**src/rtl/irq_route_pkg.sv**
```systemverilog
package irq_route_pkg;

    localparam logic [2:0] DMODE_LOWEST = 3'b001;

    typedef enum logic [0:0] {
        ST_IDLE  = 1'b0,
        ST_REPLY = 1'b1
    } route_state_e;

endpackage

```
**src/rtl/irq_dest_match.sv**
```systemverilog
module irq_dest_match #(
    parameter int N_AGENTS = 4,
    parameter int ID_W     = 8
) (
    input  logic [ID_W-1:0]          dest,
    input  logic [N_AGENTS*ID_W-1:0] ids,
    input  logic [N_AGENTS*ID_W-1:0] masks,
    output logic [N_AGENTS-1:0]      phys_first,
    output logic                     phys_all,
    output logic [N_AGENTS-1:0]      logic_hit
);

    logic [N_AGENTS-1:0] id_eq;

    // Per-agent comparators
    for (genvar k = 0; k < N_AGENTS; k++) begin : g_cmp
        assign id_eq[k]     = (ids[k*ID_W +: ID_W] == dest);
        assign logic_hit[k] = |(masks[k*ID_W +: ID_W] & dest);
    end

    assign phys_all = (dest == {ID_W{1'b1}});

    // Keep only the lowest-index ID match
    always_comb begin
        logic seen;
        seen       = 1'b0;
        phys_first = '0;
        for (int k = 0; k < N_AGENTS; k++) begin
            if (id_eq[k] && !seen) begin
                phys_first[k] = 1'b1;
                seen          = 1'b1;
            end
        end
    end

endmodule

```
**src/rtl/irq_lowpri_arb.sv**
```systemverilog
module irq_lowpri_arb #(
    parameter int N_AGENTS = 4,
    parameter int PRIO_W   = 8
) (
    input  logic [N_AGENTS-1:0]        eligible,
    input  logic [N_AGENTS-1:0]        focus,
    input  logic [N_AGENTS*PRIO_W-1:0] prio,
    output logic [N_AGENTS-1:0]        pick,
    output logic                       found
);

    localparam int IDX_W = (N_AGENTS > 1) ? $clog2(N_AGENTS) : 1;

    logic [N_AGENTS-1:0] focus_pick;
    logic                focus_any;
    logic [N_AGENTS-1:0] min_pick;
    logic                min_any;

    // Focus winner: lowest index with the flag set
    always_comb begin
        focus_pick = '0;
        focus_any  = 1'b0;
        for (int k = 0; k < N_AGENTS; k++) begin
            if (focus[k] && !focus_any) begin
                focus_pick[k] = 1'b1;
                focus_any     = 1'b1;
            end
        end
    end

    // Minimum search, strict compare keeps the earlier index on ties
    always_comb begin
        logic [PRIO_W-1:0] best;
        logic [IDX_W-1:0]  best_idx;
        best     = '1;
        best_idx = '0;
        min_any  = 1'b0;
        min_pick = '0;
        for (int k = 0; k < N_AGENTS; k++) begin
            if (eligible[k] && (!min_any || prio[k*PRIO_W +: PRIO_W] < best)) begin
                best     = prio[k*PRIO_W +: PRIO_W];
                best_idx = IDX_W'(k);
                min_any  = 1'b1;
            end
        end
        if (min_any) min_pick[best_idx] = 1'b1;
    end

    assign pick  = focus_any ? focus_pick : min_pick;
    assign found = focus_any | min_any;

endmodule

```
**src/rtl/irq_route_top.sv**
```systemverilog
module irq_route_top #(
    parameter int N_AGENTS = 4,
    parameter int ID_W     = 8,
    parameter int PRIO_W   = 8,
    parameter int VEC_W    = 8,
    localparam int IDX_W   = (N_AGENTS > 1) ? $clog2(N_AGENTS) : 1
) (
    input  logic                       clk,
    input  logic                       rst_n,
    input  logic                       req_valid,
    input  logic [VEC_W-1:0]           req_vector,
    input  logic [ID_W-1:0]            req_dest,
    input  logic [2:0]                 req_dmode,
    input  logic                       req_logical,
    input  logic                       req_trig,
    input  logic                       req_bcast,
    input  logic                       req_excl_en,
    input  logic [IDX_W-1:0]           req_excl_idx,
    input  logic [N_AGENTS*ID_W-1:0]   agent_id,
    input  logic [N_AGENTS*ID_W-1:0]   agent_ldest,
    input  logic [N_AGENTS*PRIO_W-1:0] agent_prio,
    input  logic [N_AGENTS-1:0]        agent_focus,
    output logic                       rsp_done,
    output logic                       rsp_accepted,
    output logic [N_AGENTS-1:0]        dlv_strobe,
    output logic [VEC_W-1:0]           dlv_vector,
    output logic [2:0]                 dlv_mode,
    output logic                       dlv_trig
);

    import irq_route_pkg::*;

    route_state_e state_q, state_d;

    logic [N_AGENTS-1:0] phys_first, logic_hit, arb_elig, arb_pick;
    logic                phys_all, arb_found, is_lowest;
    logic [N_AGENTS-1:0] route_set;
    logic                route_acc;

    irq_dest_match #(.N_AGENTS(N_AGENTS), .ID_W(ID_W)) u_match (
        .dest      (req_dest),
        .ids       (agent_id),
        .masks     (agent_ldest),
        .phys_first(phys_first),
        .phys_all  (phys_all),
        .logic_hit (logic_hit)
    );

    irq_lowpri_arb #(.N_AGENTS(N_AGENTS), .PRIO_W(PRIO_W)) u_arb (
        .eligible(arb_elig),
        .focus   (agent_focus),
        .prio    (agent_prio),
        .pick    (arb_pick),
        .found   (arb_found)
    );

    assign is_lowest = (req_dmode == DMODE_LOWEST);

    // Targeting decision
    always_comb begin
        route_set = '0;
        route_acc = 1'b0;
        arb_elig  = '0;
        if (req_bcast) begin
            if (is_lowest) begin
                arb_elig  = '1;
                route_set = arb_pick;
                route_acc = arb_found;
            end else begin
                route_set = '1;
                if (req_excl_en) route_set[req_excl_idx] = 1'b0;
                route_acc = 1'b1;
            end
        end else if (is_lowest) begin
            if (req_logical) begin
                arb_elig  = logic_hit;
                route_set = arb_pick;
                route_acc = arb_found;
            end
        end else if (!req_logical) begin
            if (phys_all) begin
                route_set = '1;
                route_acc = 1'b1;
            end else begin
                route_set = phys_first;
                route_acc = |phys_first;
            end
        end else begin
            route_set = logic_hit;
            route_acc = |logic_hit;
        end
    end

    // Next state: idle_to_reply, reply_to_reply, reply_to_idle
    always_comb begin
        state_d = state_q;
        unique case (state_q)
            ST_IDLE:  state_d = req_valid ? ST_REPLY : ST_IDLE;
            ST_REPLY: state_d = req_valid ? ST_REPLY : ST_IDLE;
            default:  state_d = ST_IDLE;
        endcase
    end

    // State register
    always_ff @(posedge clk) begin
        if (!rst_n) state_q <= ST_IDLE;
        else        state_q <= state_d;
    end

    // Output register
    always_ff @(posedge clk) begin
        if (!rst_n) begin
            dlv_strobe   <= '0;
            rsp_accepted <= 1'b0;
            dlv_vector   <= '0;
            dlv_mode     <= '0;
            dlv_trig     <= 1'b0;
        end else if (req_valid) begin
            dlv_strobe   <= route_set;
            rsp_accepted <= route_acc;
            dlv_vector   <= req_vector;
            dlv_mode     <= req_dmode;
            dlv_trig     <= req_trig;
        end else begin
            dlv_strobe   <= '0;
            rsp_accepted <= 1'b0;
        end
    end

    assign rsp_done = (state_q == ST_REPLY);

    // Assertions
    p_reply_follows_req_r2: assert property (@(posedge clk) disable iff (!rst_n)
        req_valid |=> rsp_done);

    p_quiet_without_req_r2: assert property (@(posedge clk) disable iff (!rst_n)
        !req_valid |=> (!rsp_done && !rsp_accepted && dlv_strobe == '0));

    p_phys_lowest_drop_r3: assert property (@(posedge clk) disable iff (!rst_n)
        (req_valid && is_lowest && !req_logical && !req_bcast)
        |=> (!rsp_accepted && dlv_strobe == '0));

    p_lowest_single_r12: assert property (@(posedge clk) disable iff (!rst_n)
        (req_valid && is_lowest) |=> $onehot0(dlv_strobe));

    p_strobe_means_acc_r12: assert property (@(posedge clk) disable iff (!rst_n)
        (dlv_strobe != '0) |-> rsp_accepted);

    p_vector_copy_r13: assert property (@(posedge clk) disable iff (!rst_n)
        req_valid |=> (dlv_vector == $past(req_vector) && dlv_trig == $past(req_trig)));

    p_bcast_fixed_acc_r10: assert property (@(posedge clk) disable iff (!rst_n)
        (req_valid && req_bcast && !is_lowest) |=> rsp_accepted);

endmodule

```
**config.mk**
```make
export PLATFORM = sky130hd
export DESIGN_NAME = irq_route_top
export DESIGN_NICKNAME = d
export VERILOG_FILES = /design/src/rtl/irq_route_pkg.sv /design/src/rtl/irq_dest_match.sv /design/src/rtl/irq_lowpri_arb.sv /design/src/rtl/irq_route_top.sv
export SDC_FILE = /design/constraint.sdc
export NUM_CORES = 1
export LEC_CHECK = 0
export CAP_MARGIN = 30
export CORE_MARGIN = 2
export CORE_UTILIZATION = 65
export CTS_CLUSTER_SIZE = 40
export DETAILED_ROUTE_END_ITERATION = 7
export DONT_BUFFER_PORTS = 1
export HOLD_SLACK_MARGIN = 0.15
export PLACE_DENSITY = 0.81
export SLEW_MARGIN = 0
export SYNTH_ARGS = -nofsm -noshare
export SYNTH_HDL_FRONTEND = slang
export SYNTH_SLANG_ARGS = --single-unit
```
**constraint.sdc**
```tcl
create_clock -name clk -period 18.4 [get_ports clk]
set_clock_uncertainty 0.15 [all_clocks]
set_input_delay 3.68 -clock clk [delete_from_list [all_inputs] [get_ports clk]]
set_output_delay 3.68 -clock clk [all_outputs]
set_load 0.01 [all_outputs]
```
; ---- Word level (Yosys, flattened, before mapping)
; Index checks and enable logic that the tools add are counted.
[totals]
register_bits = 18
input_bits = 128
output_inout_bits = 18
elab_cells = 102
[classes]
order_cmp = 7
n_eq_ne = 6
n_mux = 47
n_bitwise = 6
reduce_logical = 30
[ops]
columns = operator, count
row1 = $mux W4, 13
row2 = $and A8 B8 Y8, 4
row3 = $eq A8 B8 Y1, 4
row4 = $reduce_or A32 Y1, 1
row5 = $reduce_or A8 Y1, 4
row6 = $mux W1, 27
row7 = $lt A8 B8 Y1, 3
row8 = $mux W8, 3
row9 = $logic_and A1 B1 Y1, 11
row10 = $logic_not A1 Y1, 9
row11 = $eq A8 B8 Y1 const B, 1
row12 = $lt A2 B3 Y1 const B, 2
row13 = $demux W1 S2, 2
row14 = $ge A2 B1 Y1 const B, 2
row15 = $mux W2, 2
row16 = $not A4 Y4, 1
row17 = $reduce_or A4 Y1, 1
row18 = $eq A3 B1 Y1 const B, 1
row19 = $logic_or A1 B1 Y1, 3
row20 = $reduce_and A2 Y1, 1
row21 = $or A1 B1 Y1, 1

; ---- Depth between registers and ports, before layout
[depth]
word_depth = 27
depth_mapped = 33
ltp_nobuf = 32

; ---- Modules after synthesis
; From an unflattened synthesis, not the netlist that was laid out.
[unflattened]
hier_cells = 295
hier_area_um2 = 2416.1
[by_module_without_submodules]
columns = module, n_inst, cells_each, area_per_inst_um2, seq_area_each_um2
row1 = irq_lowpri_arb, 1, 133, 948.4, 0.0
row2 = irq_route_top, 1, 85, 853.3, 360.3
row3 = irq_dest_match, 1, 77, 614.3, 0.0

; ---- Worst setup path before layout
; OpenSTA, ideal clock, no wires.
[synth_timing]
path_kind = input to register
from = in req_dest[4]
to = reg dlv_strobe[1]
setup_ps = 121
arrival_ps = 8857
t_required_ps = 18129
setup_slack_ps = 9272
path_stages = 33
path_buffers = 3
cell_sequence = buf_4 -> a22oi_2 -> nand4_2 -> a31oi_4 -> nor2_1 -> ha_1 -> a21oi_1 -> nand2_1 -> a211oi_1 -> nand3_1 -> a41o_1 -> nand2_2 -> buf_4 -> nor2_1 -> a21oi_1 -> ha_1 -> a21oi_1 -> o21ai_0 -> o21ai_0 -> nand2_1 -> a41oi_2 -> buf_6 -> o21a_1 -> ha_1 -> a21o_1 -> a21o_1 -> a21oi_1 -> and3_1 -> nand4_1 -> nand3b_1 -> a31oi_4 -> o2111ai_1 -> a21oi_1
[synth_via]
elab_chain_cells = 27
elab_cells_between_ends = 53
cone_classes = order compare: 5 / eq/ne: 3 / mux: 25 / bitwise: 4 / reduce/logical: 16
[synth_lines]
columns = item, line
row1 = "start, declared", irq_route_top.sv:12  ; input logic [ID_W-1:0] req_dest,
row2 = $and A8 B8 Y8, irq_dest_match.sv:18  ; assign logic_hit[k] = |(masks[k*ID_W +: ID_W] & dest);
row3 = $reduce_or A8 Y1, irq_dest_match.sv:18
row4 = $mux W4, irq_route_top.sv:75  ; if (req_logical) begin
row5 = $mux W4, irq_route_top.sv:74  ; end else if (is_lowest) begin
row6 = $mux W4, irq_route_top.sv:64  ; if (req_bcast) begin
row7 = $mux W8 / $mux W1 (equally long branches), irq_lowpri_arb.sv:40  ; if (eligible[k] && (!min_any || prio[k*PRIO_W +: PRIO_W] < best)) begin
row8 = $lt A8 B8 Y1 / $logic_not A1 Y1 (equally long branches), irq_lowpri_arb.sv:40
row9 = $logic_or A1 B1 Y1, irq_lowpri_arb.sv:40
row10 = [11 not listed], n/a
row11 = $logic_and A1 B1 Y1 (not written as such), irq_lowpri_arb.sv:46  ; if (min_any) min_pick[best_idx] = 1'b1;
row12 = $mux W1 (not written as such), irq_lowpri_arb.sv:46
row13 = $demux W1 S2, n/a
row14 = $mux W4, irq_lowpri_arb.sv:46
row15 = $mux W4, irq_lowpri_arb.sv:49  ; assign pick = focus_any ? focus_pick : min_pick;
row16 = $mux W4, irq_route_top.sv:75
row17 = $mux W4, irq_route_top.sv:74
row18 = $mux W4 (*), irq_route_top.sv:64
row19 = "end signal, assigned", irq_route_top.sv:119  ; dlv_strobe <= route_set;
row20 = "end, declared", irq_route_top.sv:25  ; output logic [N_AGENTS-1:0] dlv_strobe,
; Every way passes the cells marked *; elsewhere a longest branch is shown, timed or not.
; A chain may end at the register's enable or synchronous reset.

; ---- Worst setup path in the final report
[layout_timing]
from = in req_dmode[2]
to = reg dlv_strobe[2]
[layout_via]
elab_chain_cells = 25
elab_cells_between_ends = 37
cone_classes = order compare: 5 / eq/ne: 1 / mux: 21 / reduce/logical: 10
[layout_lines]
columns = item, line
row1 = "start, declared", irq_route_top.sv:13  ; input logic [2:0] req_dmode,
row2 = $eq A3 B1 Y1 (*), irq_route_top.sv:57  ; assign is_lowest = (req_dmode == DMODE_LOWEST);
row3 = "$mux W4, on equally long branches", "irq_route_top.sv:74, irq_route_top.sv:65"
row4 = $mux W4, irq_route_top.sv:64
row5 = $mux W8 / $mux W1 (equally long branches), irq_lowpri_arb.sv:40
row6 = $lt A8 B8 Y1 / $logic_not A1 Y1 (equally long branches), irq_lowpri_arb.sv:40
row7 = $logic_or A1 B1 Y1, irq_lowpri_arb.sv:40
row8 = $logic_and A1 B1 Y1, irq_lowpri_arb.sv:40
row9 = $mux W8 / $mux W1 (equally long branches), irq_lowpri_arb.sv:40
row10 = [9 not listed], n/a
row11 = $logic_and A1 B1 Y1 (not written as such), irq_lowpri_arb.sv:46
row12 = $mux W1 (not written as such), irq_lowpri_arb.sv:46
row13 = $demux W1 S2, n/a
row14 = $mux W4, irq_lowpri_arb.sv:46
row15 = $mux W4, irq_lowpri_arb.sv:49
row16 = $mux W4, irq_route_top.sv:75
row17 = $mux W4, irq_route_top.sv:74
row18 = $mux W4 (*), irq_route_top.sv:64
; Marked as above.

==> results.toml <==
[status]
outcome = "completed"

[placed_design]
place_area_sq_um = 2420
dp_hpwl_um = 5420
io_buffers = 0
dp_slack_ps = 8100
placedCellCount = 351
place.gp.congestion = 0.893

[grt]
overflow = 0
grt_pass1_vias = 2366
antenna_found_initial = 0
grt_pass1_wl_um = 10500
grt_max_degree = 17
grt_usage = 0.306

[timing]
period_share = 0.553
fmax_mhz = 98.2
finalSetupTns_ps = 0
fin_ws_ps = 8220
setup_viol = 0
slew_violations = 0
relSlewSlack = 0.449
rsz0062_at_grt = "false"
final-hold-violation-count = 0
max_slew.worst_pin.slew_ps = 822
holdWs_ps = 418
fin_crit_ps = 10180

[critical_path]
setup.worst_path.end_class = "flop"
cp_common_cell = "a21oi_1"
worst_path_max_delay_cell = "nor3b_2"
worst-setup-path-type = "input pin to flop"
slowest_delay_ps = 670
critPathLaunchType = "input pin"
cp.required_ps = 18390
cp_data_arrival_time_ps = 10170
critical_path_peak_fanout = 15

[synthesis]
muxShareOfSynthArea = 0.0573
synth.distinct_cells = 56
avgSynthCellArea_sq_um = 7.71
synth_xor_area_frac = 0.114
yosysWarnings = 0
synth-edff-count = 0
syn_nets = 467
synthFlopType = "dfxtp_1"
synthTopCellsByArea = "dfxtp_1 15%, ha_1 9.6%, xnor2_1 8.5%, nor2_1 5.3%, a21oi_1 5.3%"
synth_fa_ha_area_frac = 0.100
yosys.area_share.simple = 0.256
ys_async_sr_fraction = 0
synth_sequential_area_ratio = 0.146
synth_top_family_by_area = "compound AO/OA/AOI/OAI gates"
syn-cell-area_sq_um = 2470
syn-instance-count = 320
synth-seq-cells = 18
synth_top_cell_by_area = "dfxtp_1"
synth.top_cell.area_share = 0.146
synth_compound_area_frac = 0.278

[clocking]
htreeDepth = 1
cts_tree = "built"
cts_resized = 0
cts_setup_buffers = 0
tritoncts.num_buffers = 3
cts-root-buf = "clkbuf_8"
postCtsHoldBufs = 0
clk_latency_ps = 250
clk_transition_reported_paths_ps = 70
clock_sinks = 18
cts_buffer_depth = 2

[layout]
stdcell_area_sq_um = 2480
drive_gt1_frac = 0.0586
fill_cells = 311
multi_input_area_sq_um = 1990
final_core_util = 0.677
insertedDiodeCount = 0
regArea_sq_um = 360
fin_nets = 455
instances_no_fill = 355
synthToLayoutAreaGrowth_pct = 0.406

[routing]
routed_wl_um = 6540
drt_first_pass_iters = 4
remaining_drc_errors = 0
vias = 2407
ant_nets = 0
wl_per_cell_um = 18.4
via_per_inst = 6.78
drtIter0Drc = 217

[die]
core_sq_um = 3660
ios = 146
die_y_um = 65.6
row_count = 22
dieWidth_um = 65.6
start_util = 0.674
die_area_sq_um = 4300

[power_and_ir_drop]
p_per_area_nw_per_um2 = 48.4
power_leakage_nw = 0.934
vdd_drop_max_mv = 0.0269
p_total_mw = 0.120

[flow_run]
cap_violations = 0

[hold_path]
holdCritPathClass = "flop to flop"
-- routing by layer --
layer  GRT usage  routed length [um]  up-vias
met5           0                   0        -
met4      0.0990                 142        0
met3      0.0634                 652       16
met2       0.504                3070      134
met1       0.399                2680     1091
li1            -                   -     1166
-- registers in the layout, indices dropped and copies added, names as in the netlist --
signal,count
dlv_mode,3
dlv_strobe,4
dlv_trig,1
dlv_vector,8
rsp_accepted,1
rsp_done,1
-- placed cells by master (no fill, tap or decap), types with 2 or more instances in the layout --
master	count
a31oi_4	2
nor2_1	35
nand2_1	22
mux2i_1	13
a41oi_1	2
ha_1	19
o211ai_1	2
dfxtp_1	18
inv_1	4
or3_1	2
nand2b_1	4
o31a_1	2
xnor2_1	24
clkbuf_8	4
a21o_1	5
nand4_1	13
nor4_1	4
nand3_1	5
a22oi_1	13
nor2b_1	15
and4_1	2
o21a_1	8
a221o_1	2
o21ai_2	2
o21ai_1	3
a22oi_2	4
xor2_1	8
nor4b_1	3
a41o_1	2
nor3_1	2
a21oi_1	26
o21ai_0	15
or4_1	3
-- synth_stat cells (3+ instances only) --
cell type,n
nor2_1,35
a21oi_1,26
xnor2_1,24
nand2_1,22
ha_1,19
dfxtp_1,18
nor2b_1,15
o21ai_0,15
a22oi_1,13
mux2i_1,13
nand4_1,13
o21a_1,8
xor2_1,8
buf_4,6
a21o_1,5
clkbuf_1,5
nand3_1,5
a22oi_2,4
inv_1,4
nand2b_1,4
nor4_1,4
buf_2,3
nor4b_1,3
o21ai_1,3
or4_1,3
-- where the power goes --
| part | switching [mW] | internal (mW) | leakage, nW |
|---|---|---|---|
| Sequential | 0.00247 | 0.0413 | 0.149 |
| Clock | 0.0134 | 0.0190 | 0.0288 |
| Combinational | 0.0218 | 0.0217 | 0.756 |
| Total | 0.0377 | 0.0821 | 0.934 |
-- cell type report --
cell class | count | share of cell area
flip-flops and latches | 18 | 0.145
inverters | 4 | 0.00606
multi-input cells | 281 | 0.802
well taps | 48 | 0.0242
clock buffers | 4 | 0.0222
-- path summary, 6_finish.rpt --
path                                    start            end  slack (ps)  depth (start not counted)
worst max-delay path             req_dmode[2]  dlv_strobe[2]        8220                         31
worst min-delay path            dlv_vector[7]  dlv_vector[7]         420                          2
worst max register to register  dlv_vector[6]  dlv_vector[6]       17580                          2
worst min register to register  dlv_vector[7]  dlv_vector[7]         420                          2
-- worst max-delay path, delay by kind of cell --
kind	cells	cell delay (ps)
compound gates	15	2890
fa+ha+maj	3	860
simple gates	12	2410
mux	1	330
-- cell families after synthesis --
kind of cell	after synthesis
mux	14
fa+ha+maj	20
flops	18
compound gates	96
simple gates	119
xor+xnor	32
buf+inv	21
(Power assumes the default switching activity.)
